===== config.mk =====
export PLATFORM = sky130hd
export DESIGN_NAME = i2c_ctl_seq
export DESIGN_NICKNAME = d
export VERILOG_FILES = /design/src/rtl/i2c_ctl_pkg.sv /design/src/rtl/i2c_ctl_ctrl.sv /design/src/rtl/i2c_ctl_regs.sv /design/src/rtl/i2c_ctl_seq.sv
export SDC_FILE = /design/constraint.sdc
export NUM_CORES = 1
export LEC_CHECK = 0
export ABC_CLOCK_PERIOD_IN_PS = 2009
export BUFFER_PORTS_ARGS = -buffer_cell sky130_fd_sc_hd__buf_2
export CAP_MARGIN = 20
export CORE_MARGIN = 3
export CORE_UTILIZATION = 42
export DETAILED_ROUTE_END_ITERATION = 12
export PLACE_DENSITY_LB_ADDON = 0.3
export SETUP_SLACK_MARGIN = 0.02
export SLEW_MARGIN = 20
export SYNTH_ARGS = -nofsm -noshare
export SYNTH_HDL_FRONTEND = slang
export SYNTH_SLANG_ARGS = --single-unit
export TNS_END_PERCENT = 1

===== constraint.sdc =====
create_clock -name clk -period 2.01 [get_ports clk]
set_clock_uncertainty 0.1 [all_clocks]
set_input_delay 0.1005 -clock clk [delete_from_list [all_inputs] [get_ports clk]]
set_output_delay 0.1005 -clock clk [all_outputs]
set_load 0.03 [all_outputs]

===== src/rtl/i2c_ctl_pkg.sv =====
package i2c_ctl_pkg;
  localparam int REG_W    = 8;
  localparam int BIT_EN   = 7;
  localparam int BIT_EXIT = 6;
  localparam int BIT_WREL = 5;
  localparam int BIT_SPIE = 4;
  localparam int BIT_WTIM = 3;
  localparam int BIT_ACKE = 2;
  localparam int BIT_STT  = 1;
  localparam int BIT_SPT  = 0;

  // bits that persist in storage; command strobes are never stored
  localparam logic [REG_W-1:0] KEEP_MASK =
    ~((REG_W'(1) << BIT_EXIT) | (REG_W'(1) << BIT_WREL));
  localparam logic [REG_W-1:0] TRIG_MASK =
    (REG_W'(1) << BIT_STT) | (REG_W'(1) << BIT_SPT);

  typedef struct packed {
    logic exitGo;
    logic waitGo;
    logic txRel;
  } ctlStrobe_t;

  typedef enum logic [1:0] {
    SB_IDLE       = 2'd0,
    SB_WAIT_START = 2'd1,
    SB_WAIT_ADDR  = 2'd2
  } sbState_t;
endpackage


===== src/rtl/i2c_ctl_ctrl.sv =====
module i2c_ctl_ctrl
  import i2c_ctl_pkg::*;
(
  input  logic       clk,
  input  logic       rstN,
  input  logic       wrEn,
  input  logic [2:0] cmdBits,   // {enable, exit, wait-cancel} of the write
  input  logic       enQ,
  input  logic       evtStart,
  input  logic       evtStop,
  input  logic       evtAddrMatch,
  input  logic       evtExtCode,
  input  logic       waitActive,
  input  logic       txMode,
  output ctlStrobe_t strobe,
  output logic       standby
);
  logic     wrEnBit, wrExit, wrWrel, cmdOk, disableWr;
  sbState_t state, stateNxt;

  assign wrEnBit = cmdBits[2];
  assign wrExit  = cmdBits[1];
  assign wrWrel  = cmdBits[0];

  // commands honoured only with the interface already enabled and kept enabled
  assign cmdOk     = wrEn && enQ && wrEnBit;
  assign disableWr = wrEn && !wrEnBit;

  always_comb begin
    strobe.exitGo = cmdOk && wrExit;
    strobe.waitGo = cmdOk && wrWrel && !wrExit;   // exit wins
    strobe.txRel  = strobe.waitGo && waitActive && txMode;
  end

  always_comb begin
    stateNxt = state;
    if (disableWr || !enQ) begin
      stateNxt = SB_IDLE;
    end else if (strobe.exitGo) begin
      stateNxt = SB_WAIT_START;
    end else begin
      unique case (state)
        SB_WAIT_START: begin
          if (evtStop)       stateNxt = SB_IDLE;
          else if (evtStart) stateNxt = SB_WAIT_ADDR;
        end
        SB_WAIT_ADDR: begin
          if (evtStop || evtAddrMatch || evtExtCode) stateNxt = SB_IDLE;
        end
        default: stateNxt = SB_IDLE;
      endcase
    end
  end

  always_ff @(posedge clk or negedge rstN) begin
    if (!rstN) state <= SB_IDLE;
    else       state <= stateNxt;
  end

  assign standby = (state != SB_IDLE);
endmodule


===== src/rtl/i2c_ctl_regs.sv =====
module i2c_ctl_regs
  import i2c_ctl_pkg::*;
(
  input  logic             clk,
  input  logic             rstN,
  input  logic             wrEn,
  input  logic [REG_W-1:0] wrData,
  input  ctlStrobe_t       strobe,
  input  logic             standby,
  output logic [REG_W-1:0] rdData,
  output logic             enQ,
  output logic             cfgStopIrqEn,
  output logic             cfgWaitTiming,
  output logic             cfgAckEn,
  output logic             cfgStartReq,
  output logic             cfgStopReq,
  output logic             statusRst,
  output logic             flagClr,
  output logic             waitCancel,
  output logic             txClear,
  output logic             sclRelease,
  output logic             sdaRelease
);
  logic [REG_W-1:0] cfgQ, cfgNxt;
  logic             exitQ, waitQ, txRelQ;

  always_comb begin
    cfgNxt = cfgQ;
    if (wrEn) begin
      cfgNxt = wrData & KEEP_MASK;
      if (strobe.exitGo) cfgNxt = cfgNxt & ~TRIG_MASK;
    end
  end

  always_ff @(posedge clk or negedge rstN) begin
    if (!rstN) begin
      cfgQ   <= '0;
      exitQ  <= 1'b0;
      waitQ  <= 1'b0;
      txRelQ <= 1'b0;
    end else begin
      cfgQ   <= cfgNxt;
      exitQ  <= strobe.exitGo;
      waitQ  <= strobe.waitGo;
      txRelQ <= strobe.txRel;
    end
  end

  assign rdData        = cfgQ & KEEP_MASK;
  assign enQ           = cfgQ[BIT_EN];
  assign cfgStopIrqEn  = cfgQ[BIT_SPIE];
  assign cfgWaitTiming = cfgQ[BIT_WTIM];
  assign cfgAckEn      = cfgQ[BIT_ACKE];
  assign cfgStartReq   = cfgQ[BIT_STT];
  assign cfgStopReq    = cfgQ[BIT_SPT];
  assign statusRst     = !cfgQ[BIT_EN];
  assign flagClr       = exitQ;
  assign waitCancel    = waitQ;
  assign txClear       = txRelQ;
  assign sclRelease    = standby;
  assign sdaRelease    = standby;
endmodule


===== src/rtl/i2c_ctl_seq.sv =====
module i2c_ctl_seq
  import i2c_ctl_pkg::*;
(
  input  logic             clk,
  input  logic             rstN,
  input  logic             wrEn,
  input  logic [REG_W-1:0] wrData,
  output logic [REG_W-1:0] rdData,
  input  logic             evtStart,
  input  logic             evtStop,
  input  logic             evtAddrMatch,
  input  logic             evtExtCode,
  input  logic             waitActive,
  input  logic             txMode,
  output logic             cfgStopIrqEn,
  output logic             cfgWaitTiming,
  output logic             cfgAckEn,
  output logic             cfgStartReq,
  output logic             cfgStopReq,
  output logic             statusRst,
  output logic             flagClr,
  output logic             waitCancel,
  output logic             txClear,
  output logic             sclRelease,
  output logic             sdaRelease,
  output logic             standby
);
  ctlStrobe_t strobe;
  logic       enQ;

  i2c_ctl_ctrl ctrl_i (
    .clk          (clk),
    .rstN         (rstN),
    .wrEn         (wrEn),
    .cmdBits      ({wrData[BIT_EN], wrData[BIT_EXIT], wrData[BIT_WREL]}),
    .enQ          (enQ),
    .evtStart     (evtStart),
    .evtStop      (evtStop),
    .evtAddrMatch (evtAddrMatch),
    .evtExtCode   (evtExtCode),
    .waitActive   (waitActive),
    .txMode       (txMode),
    .strobe       (strobe),
    .standby      (standby)
  );

  i2c_ctl_regs regs_i (
    .clk           (clk),
    .rstN          (rstN),
    .wrEn          (wrEn),
    .wrData        (wrData),
    .strobe        (strobe),
    .standby       (standby),
    .rdData        (rdData),
    .enQ           (enQ),
    .cfgStopIrqEn  (cfgStopIrqEn),
    .cfgWaitTiming (cfgWaitTiming),
    .cfgAckEn      (cfgAckEn),
    .cfgStartReq   (cfgStartReq),
    .cfgStopReq    (cfgStopReq),
    .statusRst     (statusRst),
    .flagClr       (flagClr),
    .waitCancel    (waitCancel),
    .txClear       (txClear),
    .sclRelease    (sclRelease),
    .sdaRelease    (sdaRelease)
  );
endmodule


==> impl_metrics.csv <==
group,metric,value,unit
status,outcome,"finished, final reports clean",
routing,routed_wl,1190,um
power_and_ir_drop,seq_power_share,0.448,
clock_tree,clockBufferDepth,2,
finish,drive_gt1_frac,0.511,
worst_setup_path,worst_setup_path_start_kind,"input port",
synthesis,synth_cell_types,18,
global_routing,grt_pass1_vias,475,
worst_setup_path,crit_start,"waitActive",
timing,hold_ws,0.00452,ns
timing,period_needed,1.92,ns
power_and_ir_drop,clockPowerShare,0.260,
power_and_ir_drop,power,0.549,mW
global_routing,grt_overflow,0,
global_routing,grt_pass1_wl,2010,um
floorplanning,coreArea,1170,um2
synthesis,yosysWarnings,0,
worst_setup_path,cp.required,2.11,ns
clock_tree,cts.reportedPaths.clkPinSlew,0.06,ns
finish,final_nets,106,
clock_tree,numCtsBuffers,3,
worst_setup_path,cp_max_fo,1,
min_path,min-delay-start,"evtExtCode",
finish,mostFrequentLayoutCells,"buf_2, dfrtp_1, dlygate4sd3_1",
floorplanning,dieArea,1790,um2
routing,first_pass_iters,2,
finish,n_fill_cell,98,
power_and_ir_drop,peakVddDrop,0.388,mV
clock_tree,root_buffer,"clkbuf_4",
finish,diodes,0,
routing,via_per_inst,4.64,
floorplanning,die_w,42.3,um
timing,setup_tns,0,ns
routing,drt_first_iter_violations,3,
synthesis,ys_seq_area_frac,0.497,
power_and_ir_drop,combPwrFrac,0.293,
worst_setup_path,r2r-end,"regs_i.txClear$_DFF_PN0_",
timing,fmax,520,MHz
place,dpl_worst_slack,0.655,ns
synthesis,synthCells,49,
clock_tree,cts.sinks,11,
power_and_ir_drop,swShare,0.326,
timing,setup_viol,0,
power_and_ir_drop,power_switching,0.179,mW
worst_setup_path,reg2reg_slack,0.51,ns
flow_run,maxCapViolCount,0,
synthesis,synth.largest_area_cell,"dfrtp_1",
worst_setup_path,reg2reg_from,"regs_i.cfgQ[7]$_DFFE_PN0P_",
routing,antenna_left,0,
timing,finalHoldViolCount,0,
routing,drc,0,
timing,fin_ws,0.0869,ns
synthesis,yosysTopAreaCellShare,0.497,
global_routing,grtUsageTotal,0.154,
clock_tree,ctsHtreeMaxLevel,1,
finish,finalInstanceArea,806,um2
timing,rsz0062_at_grt,"false",
finish,final_common_cell,"buf_2",
synthesis,ys_seq_elements,11,
clock_tree,post_cts_buffers,0,
min_path,holdCritPathClass,"input port to register",
synthesis,synthesis.area,554,um2
power_and_ir_drop,p_leak,0.427,nW
floorplanning,ioPinCount,37,
worst_setup_path,endpoint_kind,"register",
place,place.gp.congestion,0.764,
worst_setup_path,worst_ep_arrival_time,2.02,ns
power_and_ir_drop,p_int,0.370,mW
finish,area_growth,45.4,%
power_and_ir_drop,p_per_area,681,nW/um2
global_routing,grt_max_degree,13,
clock_tree,cts_tree,"built",
synthesis,avgSynthCellArea,11.3,um2
routing,num_vias,473,
place,dpl-instance-area,663,um2
min_path,whs_endpoint,"ctrl_i.state[1]$_DFFE_PN0P_",
timing,min_period_over_period,0.957,
place,portBuffers,34,
min_path,hold_depth,3,
synthesis,synth_area_leaders,"dfrtp_1, buf_4, mux2_2",
clock_tree,insertion_delay,0.26,ns
timing,maxSlewViolCount,0,
floorplanning,die_y,42.3,um
worst_setup_path,r2r_cells,3,
floorplanning,floorplan.initialDensity,0.473,
routing,routedWlPerCell,11.6,um
worst_setup_path,crit_type,"input port to register",
global_routing,antenna_found_initial,0,
floorplanning,rows,12,
worst max-delay path, cell delays in order:
cell and delay, ns:
dlygate4sd3_1 0.52, buf_2 0.10, nand2_1 0.05, dlygate4sd3_1 0.56, nor4_2 0.12, dlygate4sd3_1 0.57
per-layer routing:
layer,vias up,part of all wire,GRT usage
li1,231,-,-
met1,217,0.35,0.160
met2,20,0.54,0.258
met3,5,0.093,0.0687
met4,0,0.016,0.0745
met5,-,0,0
worst max-delay path by stage:
stage	end	slack, ns
6_report	regs_i.txClear$_DFF_PN0_	0.09
5_1_grt	regs_i.txClear$_DFF_PN0_	0.03
4_1_cts	regs_i.txClear$_DFF_PN0_	0.1
3_5_place_dp	ctrl_i.state[1]$_DFFE_PN0P_	0.65
3_3_place_gp	ctrl_i.state[1]$_DFFE_PN0P_	0.68
2_1_floorplan	ctrl_i.state[0]$_DFFE_PN0P_	0.71
kinds of logic after synthesis:
group           synth area share
other cells              0.00677
simple gates               0.167
compound gates            0.0632
buf+inv                    0.169
mux                       0.0971
flops                      0.497
synth_stat cells:
cell type	number
buf_4	11
dfrtp_1	11
nand2_1	4
inv_1	3
mux2_2	3
a221oi_2	2
mux2i_1	2
nand2b_1	2
nor2_1	2
and4_1	1
conb_1	1
nand3b_1	1
nor3_1	1
nor4_1	1
o21ai_0	1
or2_2	1
or4b_1	1
or4b_4	1
power groups by stage:
| stage | registers (mW) | clock network, mW | logic (mW) |
|---|---|---|---|
| floorplan | 0.273 | 0 | 0.0925 |
| global placement | 0.249 | 0 | 0.145 |
| detailed placement | 0.250 | 0 | 0.145 |
| CTS | 0.246 | 0.148 | 0.160 |
| global route | 0.249 | 0.160 | 0.171 |
| finish | 0.246 | 0.143 | 0.161 |
registers in the layout, summed over array words and instances, names as in the netlist:
name and flops:
regs_i.waitCancel 1, regs_i.txClear 1, regs_i.cfgQ 6, ctrl_i.state 2
regs_i.flagClr 1
through the flow:
stage | utilization | instances
6_report | 0.688 | 102
5_1_grt | 0.688 | 102
4_1_cts | 0.683 | 102
3_5_place_dp | 0.566 | 87
3_3_place_gp | 0.566 | 87
2_1_floorplan | - | 50
area by class of cell:
class / instances / area, um2 / area share
sequential: 11 / 275 / 0.342
timing repair buffer: 45 / 280 / 0.348
inverter: 3 / 11.3 / 0.0140
multi-input combinational: 25 / 195 / 0.242
clock buffer: 4 / 26.3 / 0.0326
tap: 14 / 17.5 / 0.0217
timing repair:
item / 4_1_cts / 5_1_grt
endpoints found under the setup margin: 0 / 1
hold buffers: 11 / 0
hold endpoints to repair: 19 / 0
gates resized for setup: 0 / 1
No activity file was read; power rests on OpenSTA's default activity.
